===== src/rtl/sw_pkg.sv =====
package sw_pkg;

    typedef enum logic [1:0] {
        OP_RESET = 2'd0,
        OP_WRITE = 2'd1,
        OP_READ  = 2'd2,
        OP_RDBIT = 2'd3
    } sw_op_e;

    typedef enum logic [2:0] {
        ST_IDLE,
        ST_PULSE_LOW,
        ST_LISTEN,
        ST_SLOT,
        ST_RECOVER,
        ST_BOOST,
        ST_DONE
    } sw_state_e;

    localparam logic [7:0] BYTE_CONVERT = 8'h44;
    localparam logic [7:0] BYTE_STORE   = 8'h48;

endpackage


===== src/rtl/sw_sync.sv =====
module sw_sync #(
    parameter int STAGES  = 2,
    parameter bit RST_VAL = 1'b1
) (
    input  logic clk,
    input  logic rst_n,
    input  logic d,
    output logic q
);
    logic [STAGES-1:0] ff;

    always_ff @(posedge clk or negedge rst_n) begin
        if (!rst_n) begin
            ff <= {STAGES{RST_VAL}};
        end else begin
            ff <= {ff[STAGES-2:0], d};
        end
    end

    assign q = ff[STAGES-1];
endmodule


===== src/rtl/sw_tick.sv =====
module sw_tick #(
    parameter int DIV = 125
) (
    input  logic clk,
    input  logic rst_n,
    input  logic clr,
    output logic tick
);
    localparam int CW = (DIV > 1) ? $clog2(DIV) : 1;
    localparam logic [CW-1:0] LAST = CW'(DIV - 1);

    logic [CW-1:0] cnt;

    always_ff @(posedge clk or negedge rst_n) begin
        if (!rst_n) begin
            cnt <= '0;
        end else if (clr || cnt == LAST) begin
            cnt <= '0;
        end else begin
            cnt <= cnt + CW'(1);
        end
    end

    assign tick = !clr && (cnt == LAST);
endmodule


===== src/rtl/sw_link_engine.sv =====
module sw_link_engine
    import sw_pkg::*;
#(
    parameter int CLK_HZ       = 125_000_000,
    parameter int RST_LOW_US   = 500,
    parameter int LISTEN_US    = 500,
    parameter int PRES_FROM_US = 10,
    parameter int PRES_TO_US   = 300,
    parameter int SLOT_US      = 70,
    parameter int W1_LOW_US    = 6,
    parameter int RD_LOW_US    = 2,
    parameter int RD_SAMPLE_US = 12,
    parameter int RECOVER_US   = 5,
    parameter int BOOST_W      = 20
) (
    input  logic               clk,
    input  logic               rst_n,
    input  logic               cmd_valid,
    output logic               cmd_ready,
    input  logic [1:0]         cmd_op,
    input  logic [7:0]         cmd_byte,
    input  logic               cmd_boost,
    input  logic [BOOST_W-1:0] cmd_boost_us,
    output logic               rsp_valid,
    output logic [7:0]         rsp_byte,
    output logic               rsp_present,
    input  logic               line_in,
    output logic               line_pd_n,
    output logic               boost_en
);
    localparam int US_CYC  = CLK_HZ / 1_000_000;
    localparam int LONG_US = (RST_LOW_US > LISTEN_US) ? RST_LOW_US : LISTEN_US;
    localparam int TW      = $clog2(LONG_US * US_CYC + 1);

    localparam logic [TW-1:0] C_RST_END  = TW'(RST_LOW_US * US_CYC - 1);
    localparam logic [TW-1:0] C_LIS_END  = TW'(LISTEN_US * US_CYC - 1);
    localparam logic [TW-1:0] C_PFROM    = TW'(PRES_FROM_US * US_CYC);
    localparam logic [TW-1:0] C_PTO      = TW'(PRES_TO_US * US_CYC);
    localparam logic [TW-1:0] C_SLOT     = TW'(SLOT_US * US_CYC);
    localparam logic [TW-1:0] C_SLOT_END = TW'(SLOT_US * US_CYC - 1);
    localparam logic [TW-1:0] C_W1       = TW'(W1_LOW_US * US_CYC);
    localparam logic [TW-1:0] C_RD       = TW'(RD_LOW_US * US_CYC);
    localparam logic [TW-1:0] C_RDS      = TW'(RD_SAMPLE_US * US_CYC);
    localparam logic [TW-1:0] C_REC_END  = TW'(RECOVER_US * US_CYC - 1);
    localparam logic [TW:0]   C_RST_W    = (TW + 1)'(RST_LOW_US * US_CYC);

    sw_state_e          state, state_d;
    logic [TW-1:0]      tcnt;
    logic [2:0]         bit_idx;
    sw_op_e             op_q;
    logic [7:0]         byte_q;
    logic [7:0]         wr_sh;
    logic [7:0]         rd_sh;
    logic               boost_q;
    logic [BOOST_W-1:0] hold_q;
    logic [BOOST_W-1:0] hold_cnt;
    logic               pres_q;
    logic               line_s;
    logic               us_tick;
    logic               last_bit;
    logic               boost_go;
    logic [TW-1:0]      low_len;
    logic               pull;

    sw_sync #(.STAGES(2), .RST_VAL(1'b1)) u_sync (
        .clk   (clk),
        .rst_n (rst_n),
        .d     (line_in),
        .q     (line_s)
    );

    sw_tick #(.DIV(US_CYC)) u_tick (
        .clk   (clk),
        .rst_n (rst_n),
        .clr   (state != ST_BOOST),
        .tick  (us_tick)
    );

    // Per-slot decode
    always_comb begin
        last_bit = (op_q == OP_RDBIT) || (bit_idx == 3'd7);
        boost_go = (op_q == OP_WRITE) && boost_q &&
                   ((byte_q == BYTE_CONVERT) || (byte_q == BYTE_STORE));
        if (op_q == OP_WRITE) begin
            low_len = wr_sh[0] ? C_W1 : C_SLOT;
        end else begin
            low_len = C_RD;
        end
    end

    // Next-state logic
    always_comb begin
        state_d = state;
        unique case (state)
            ST_IDLE:      if (cmd_valid) state_d = (cmd_op == OP_RESET) ? ST_PULSE_LOW : ST_SLOT;
            ST_PULSE_LOW: if (tcnt == C_RST_END) state_d = ST_LISTEN;
            ST_LISTEN:    if (tcnt == C_LIS_END) state_d = ST_DONE;
            ST_SLOT:      if (tcnt == C_SLOT_END) state_d = (last_bit && boost_go) ? ST_BOOST : ST_RECOVER;
            ST_RECOVER:   if (tcnt == C_REC_END) state_d = last_bit ? ST_DONE : ST_SLOT;
            ST_BOOST:     if (hold_cnt == hold_q) state_d = ST_DONE;
            ST_DONE:      state_d = ST_IDLE;
            default:      state_d = ST_IDLE;
        endcase
    end

    // State register
    always_ff @(posedge clk or negedge rst_n) begin
        if (!rst_n) begin
            state <= ST_IDLE;
        end else begin
            state <= state_d;
        end
    end

    // Timers and data path
    always_ff @(posedge clk or negedge rst_n) begin
        if (!rst_n) begin
            tcnt     <= '0;
            bit_idx  <= '0;
            op_q     <= OP_RESET;
            byte_q   <= '0;
            wr_sh    <= '0;
            rd_sh    <= '0;
            boost_q  <= 1'b0;
            hold_q   <= '0;
            hold_cnt <= '0;
            pres_q   <= 1'b0;
        end else begin
            tcnt <= (state_d != state) ? '0 : tcnt + TW'(1);
            unique case (state)
                ST_IDLE: begin
                    if (cmd_valid) begin
                        op_q    <= sw_op_e'(cmd_op);
                        byte_q  <= cmd_byte;
                        wr_sh   <= cmd_byte;
                        boost_q <= cmd_boost;
                        hold_q  <= cmd_boost_us;
                        rd_sh   <= '0;
                        bit_idx <= '0;
                        if (cmd_op == OP_RESET) pres_q <= 1'b0;
                    end
                end
                ST_LISTEN: begin
                    if (tcnt >= C_PFROM && tcnt < C_PTO && !line_s) pres_q <= 1'b1;
                end
                ST_SLOT: begin
                    hold_cnt <= '0;
                    if (op_q != OP_WRITE && tcnt == C_RDS) rd_sh <= {line_s, rd_sh[7:1]};
                    if (tcnt == C_SLOT_END) wr_sh <= {1'b0, wr_sh[7:1]};
                end
                ST_RECOVER: begin
                    if (state_d == ST_SLOT) bit_idx <= bit_idx + 3'd1;
                end
                ST_BOOST: begin
                    if (us_tick) hold_cnt <= hold_cnt + BOOST_W'(1);
                end
                default: begin
                end
            endcase
        end
    end

    // Outputs
    always_comb begin
        pull        = (state == ST_PULSE_LOW) || (state == ST_SLOT && tcnt < low_len);
        line_pd_n   = !pull;
        boost_en    = (state == ST_BOOST);
        cmd_ready   = (state == ST_IDLE);
        rsp_valid   = (state == ST_DONE);
        rsp_present = pres_q;
        unique case (op_q)
            OP_READ:  rsp_byte = rd_sh;
            OP_RDBIT: rsp_byte = {7'b0, rd_sh[7]};
            default:  rsp_byte = 8'h00;
        endcase
    end

    // Checker support: length of the current low run on the pull-down
    logic [TW:0] low_run;
    always_ff @(posedge clk or negedge rst_n) begin
        if (!rst_n) begin
            low_run <= '0;
        end else if (!line_pd_n) begin
            low_run <= low_run + (TW + 1)'(1);
        end else begin
            low_run <= '0;
        end
    end

    AST_LOW_BOUNDED: assert property (@(posedge clk) disable iff (!rst_n)
        !line_pd_n |-> (low_run < C_RST_W)) else $error("low run too long");
    AST_PRES_FROM_LISTEN: assert property (@(posedge clk) disable iff (!rst_n)
        $rose(rsp_present) |-> $past(state) == ST_LISTEN) else $error("presence outside listen");
    AST_BOOST_HOLD: assert property (@(posedge clk) disable iff (!rst_n)
        boost_en |-> (hold_cnt <= hold_q)) else $error("boost overrun");
    AST_BOOST_SOURCE: assert property (@(posedge clk) disable iff (!rst_n)
        $rose(boost_en) |-> (op_q == OP_WRITE && boost_q &&
                             (byte_q == 8'h44 || byte_q == 8'h48))) else $error("boost not allowed");
    AST_NO_PULL_IN_BOOST: assert property (@(posedge clk) disable iff (!rst_n)
        !(boost_en && !line_pd_n)) else $error("pull and boost together");
    AST_RSP_SINGLE: assert property (@(posedge clk) disable iff (!rst_n)
        rsp_valid |=> !rsp_valid) else $error("result pulse too long");
    AST_IDLE_RELEASED: assert property (@(posedge clk) disable iff (!rst_n)
        cmd_ready |-> (line_pd_n && !boost_en)) else $error("idle not released");

endmodule


===== config.mk =====
export PLATFORM = sky130hd
export DESIGN_NAME = sw_link_engine
export DESIGN_NICKNAME = d
export VERILOG_FILES = /design/src/rtl/sw_pkg.sv /design/src/rtl/sw_sync.sv /design/src/rtl/sw_tick.sv /design/src/rtl/sw_link_engine.sv
export SDC_FILE = /design/constraint.sdc
export NUM_CORES = 1
export LEC_CHECK = 0
export ABC_AREA = 1
export ABC_CLOCK_PERIOD_IN_PS = 2050
export CAP_MARGIN = 30
export CORE_MARGIN = 2
export CORE_UTILIZATION = 45
export CTS_CLUSTER_DIAMETER = 50
export DETAILED_ROUTE_END_ITERATION = 8
export GPL_ROUTABILITY_DRIVEN = 0
export HOLD_SLACK_MARGIN = 0.05
export PLACE_DENSITY = 0.66
export SYNTH_ARGS = -nofsm -noshare
export SYNTH_HDL_FRONTEND = slang
export SYNTH_SLANG_ARGS = --single-unit

===== constraint.sdc =====
create_clock -name clk -period 2.05 [get_ports clk]
set_input_delay 0.41 -clock clk [delete_from_list [all_inputs] [get_ports clk]]
set_output_delay 0.41 -clock clk [all_outputs]
set_load 0.03 [all_outputs]

==> impl_metrics.yaml <==
yosys:
  syn-num-nets: 791
  synth_area_per_cell_um2: 7.47
  synth.top_cell.area_share: 0.439
  synth_edf_count: 0
  netlist_top_cells_count: "nand2_1 (194), inv_1 (105), dfrtp_1 (97)"
  synth.most_common_cell: "nand2_1"
  syn-cell-area_mm2: 0.00553
  yosysTopAreaCell: "dfrtp_1"
  syn_inst: 741
  ys_types: 40
  netlist_top_cells_area: "dfrtp_1 (44%), nand2_1 (13%), inv_1 (7.1%)"
  ys.flop_type: "dfrtp_1"
  async_flop_share: 1.00
  ys_seq_area_frac: 0.448
  yosys_warnings: 0
  ys_ff_latch: 99
global_route:
  grt_usage: 0.220
  grt_first_pass_wirelength_um: 23000
  overflow: 0
  grt_pass1_vias: 5104
  grt_antenna_before_repair: 0
  grt_max_degree: 51
cts:
  ctsLongestPathBuffers: 2
  clk_pin_slew_ns: 0.06
  ctsHoldBuffers: 0
  numCtsBuffers: 9
  clk-insertion-delay-late_ns: 0.36
  htreeDepth: 3
  cts-root-buf: "clkbuf_16"
  clkSinkCount: 99
  cts_tree: "built"
routing:
  drc: 0
  via_count: 5166
  ant_nets: 0
  wl_per_cell_um: 14.2
  drtIter0Drc: 331
  drt-total-wl_um: 14000
  viasPerCell: 5.24
  drt-pass1-iter-count: 5
floorplan:
  ios: 48
  fp.dieW_um: 115
  die_area_mm2: 0.0132
  core_mm2: 0.0120
  rows: 40
  start_util: 0.461
  die_h_um: 115
pwr:
  intPower_uw: 2970
  netSwitchingPower_uw: 819
  power.share.combinational: 0.033
  vdd_drop_max_v: 0.000499
  power_frac_clock: 0.451
  sequentialPowerShare: 0.516
  p_leak_uw: 0.00334
  switching_share: 0.216
  power_density_mw_per_mm2: 545
  finalPower_uw: 3790
critical_path:
  crit_required_ns: 1.64
  cpMostUsedCell: "inv_2"
  crit_path_start_kind: "register"
  cp.arrival_ns: 2.16
  path_max_fanout: 3
  slowest_stage: "dfrtp_1"
  crit_path_end_kind: "output pin"
  crit_path_max_incr_delay_ns: 0.41
  crit_type: "register to output pin"
  crit_path_cell_trace: "nor2_4 > inv_2 > buf_4 > ha_1 > and3_1 > a21oi_1 > nor3_2 > o21bai_1 > inv_2 > buf_6"
status:
  status: "finished, violations left"
  violations: "negative setup slack"
cells_and_area:
  fin_util: 0.580
  diodes: 0
  drive_above_1_share: 0.168
  fin_nets: 884
  syn_to_final_growth_pct: 25.8
timing:
  fin_crit_sh: 1.26
  setup_slack_ns: -0.524
  period_minus_slack_ns: 2.57
  relSlewSlack: 0.535
  whs_ns: 0.0960
  tightest_slew_ns: 0.698
  hold_violations: 0
  setup_viol: 1
  rsz0062_at_grt: "yes"
  drv_slew: 0
  max_freq_mhz: 388
  final.setup_skew_ns: 0.00844
place:
  dp_hpwl_um: 10100
  io_buffers: 47
  dpl_worst_slack_ns: -0.180
hold_path:
  worstHoldPathType: "input port to asynchronous set/reset pin"
flow_run:
  max-cap-violations: 0
## logic make-up (layout without fill, tap and decap cells)
family / count (synthesis) / in the layout / synth area share
flops: 99 / 99 / 0.448
fa+ha+maj: 15 / 15 / 0.0339
xor+xnor: 16 / 16 / 0.0253
compound gates: 97 / 97 / 0.101
buf+inv: 128 / 225 / 0.0886
simple gates: 386 / 387 / 0.303
## flip-flops by register name, indices dropped and copies added, names as in the netlist, 7 cells and up
signal / flops
hold_cnt: 20
u_tick.cnt: 7
byte_q: 8
wr_sh: 8
rd_sh: 8
hold_q: 20
tcnt: 16
## cell usage in the layout, fill, tap and decap left out, drive strengths merged, types with 3 or more instances in the layout
cell type / n
clkbuf: 17
inv: 112
o21ai: 55
nor3b: 3
clkdlybuf4s50: 34
xor2: 12
a21oi: 23
o211ai: 7
nor2: 97
nand3: 49
xnor2: 4
buf: 55
clkinv: 5
nor3: 22
ha: 15
nand2: 197
dfrtp: 97
nand4: 15
## layer usage
metal / up-vias / routed length [um] / track usage
li1: 2548 / - / -
met1: 2455 / 6060 / 0.266
met2: 133 / 6980 / 0.386
met3: 30 / 646 / 0.0485
met4: 0 / 309 / 0.0771
met5: - / 0 / 0
## area by class of cell
type | instances | area (um^2)
multi-input cells | 515 | 2710
clock inverters | 6 | 66.3
repair buffers | 97 | 867
well taps | 147 | 184
clock buffers | 10 | 229
flip-flops and latches | 99 | 2480
inverters | 112 | 420
fillers | 1112 | 5050
## power groups by stage
| stage | registers (uW) | logic (uW) | clock network [uW] |
|---|---|---|---|
| 2_1_floorplan | 1990 | 2.03 | 0 |
| 3_3_place_gp | 1990 | 125 | 0 |
| 3_5_place_dp | 1990 | 127 | 0 |
| 4_1_cts | 1960 | 127 | 1740 |
| 5_1_grt | 1960 | 137 | 1810 |
| 6_report | 1960 | 124 | 1710 |
## metrics by stage
stage | instance area [um^2] | instances | setup TNS [ns]
after floorplan | 5540 | 741 | 0
after global placement | 6480 | 964 | -1.18
after detailed placement | 6480 | 964 | -1.60
after CTS | 6820 | 982 | -0.505
after global routing | 6960 | 986 | -2.78
final | 6960 | 986 | -0.524
## worst max-delay path, delay by kind of cell, from the launching register on
kind / cells / cell delay (ns)
AO/OA/AOI/OAI: 2 / 0.36
adder cells (fa/ha/maj): 1 / 0.29
flip-flops: 1 / 0.41
buffers and inverters: 4 / 0.37
AND/OR/NAND/NOR: 3 / 0.37
## worst paths after layout
path                         startpoint           end  cells past startpoint  slack (ns)
max in group asynchronous         rst_n    hold_q[10]                      2        1.36
setup / recovery                op_q[1]     line_pd_n                     10       -0.52
hold reg to reg            u_sync.ff[0]  u_sync.ff[1]                      0        0.37
setup reg to reg                tcnt[0]       tcnt[2]                     14        0.04
hold / removal                    rst_n       tcnt[6]                      1         0.1
min in group clk           u_sync.ff[0]  u_sync.ff[1]                      0        0.37
## repair_timing
item                       in CTS  in global routing
setup buffers                   1                  3
pin swaps                       6                  9
gates resized for setup        18                 44
gates cloned                    1                  1
setup endpoints to repair      19                 41
No activity file was read; power rests on OpenSTA's default activity.
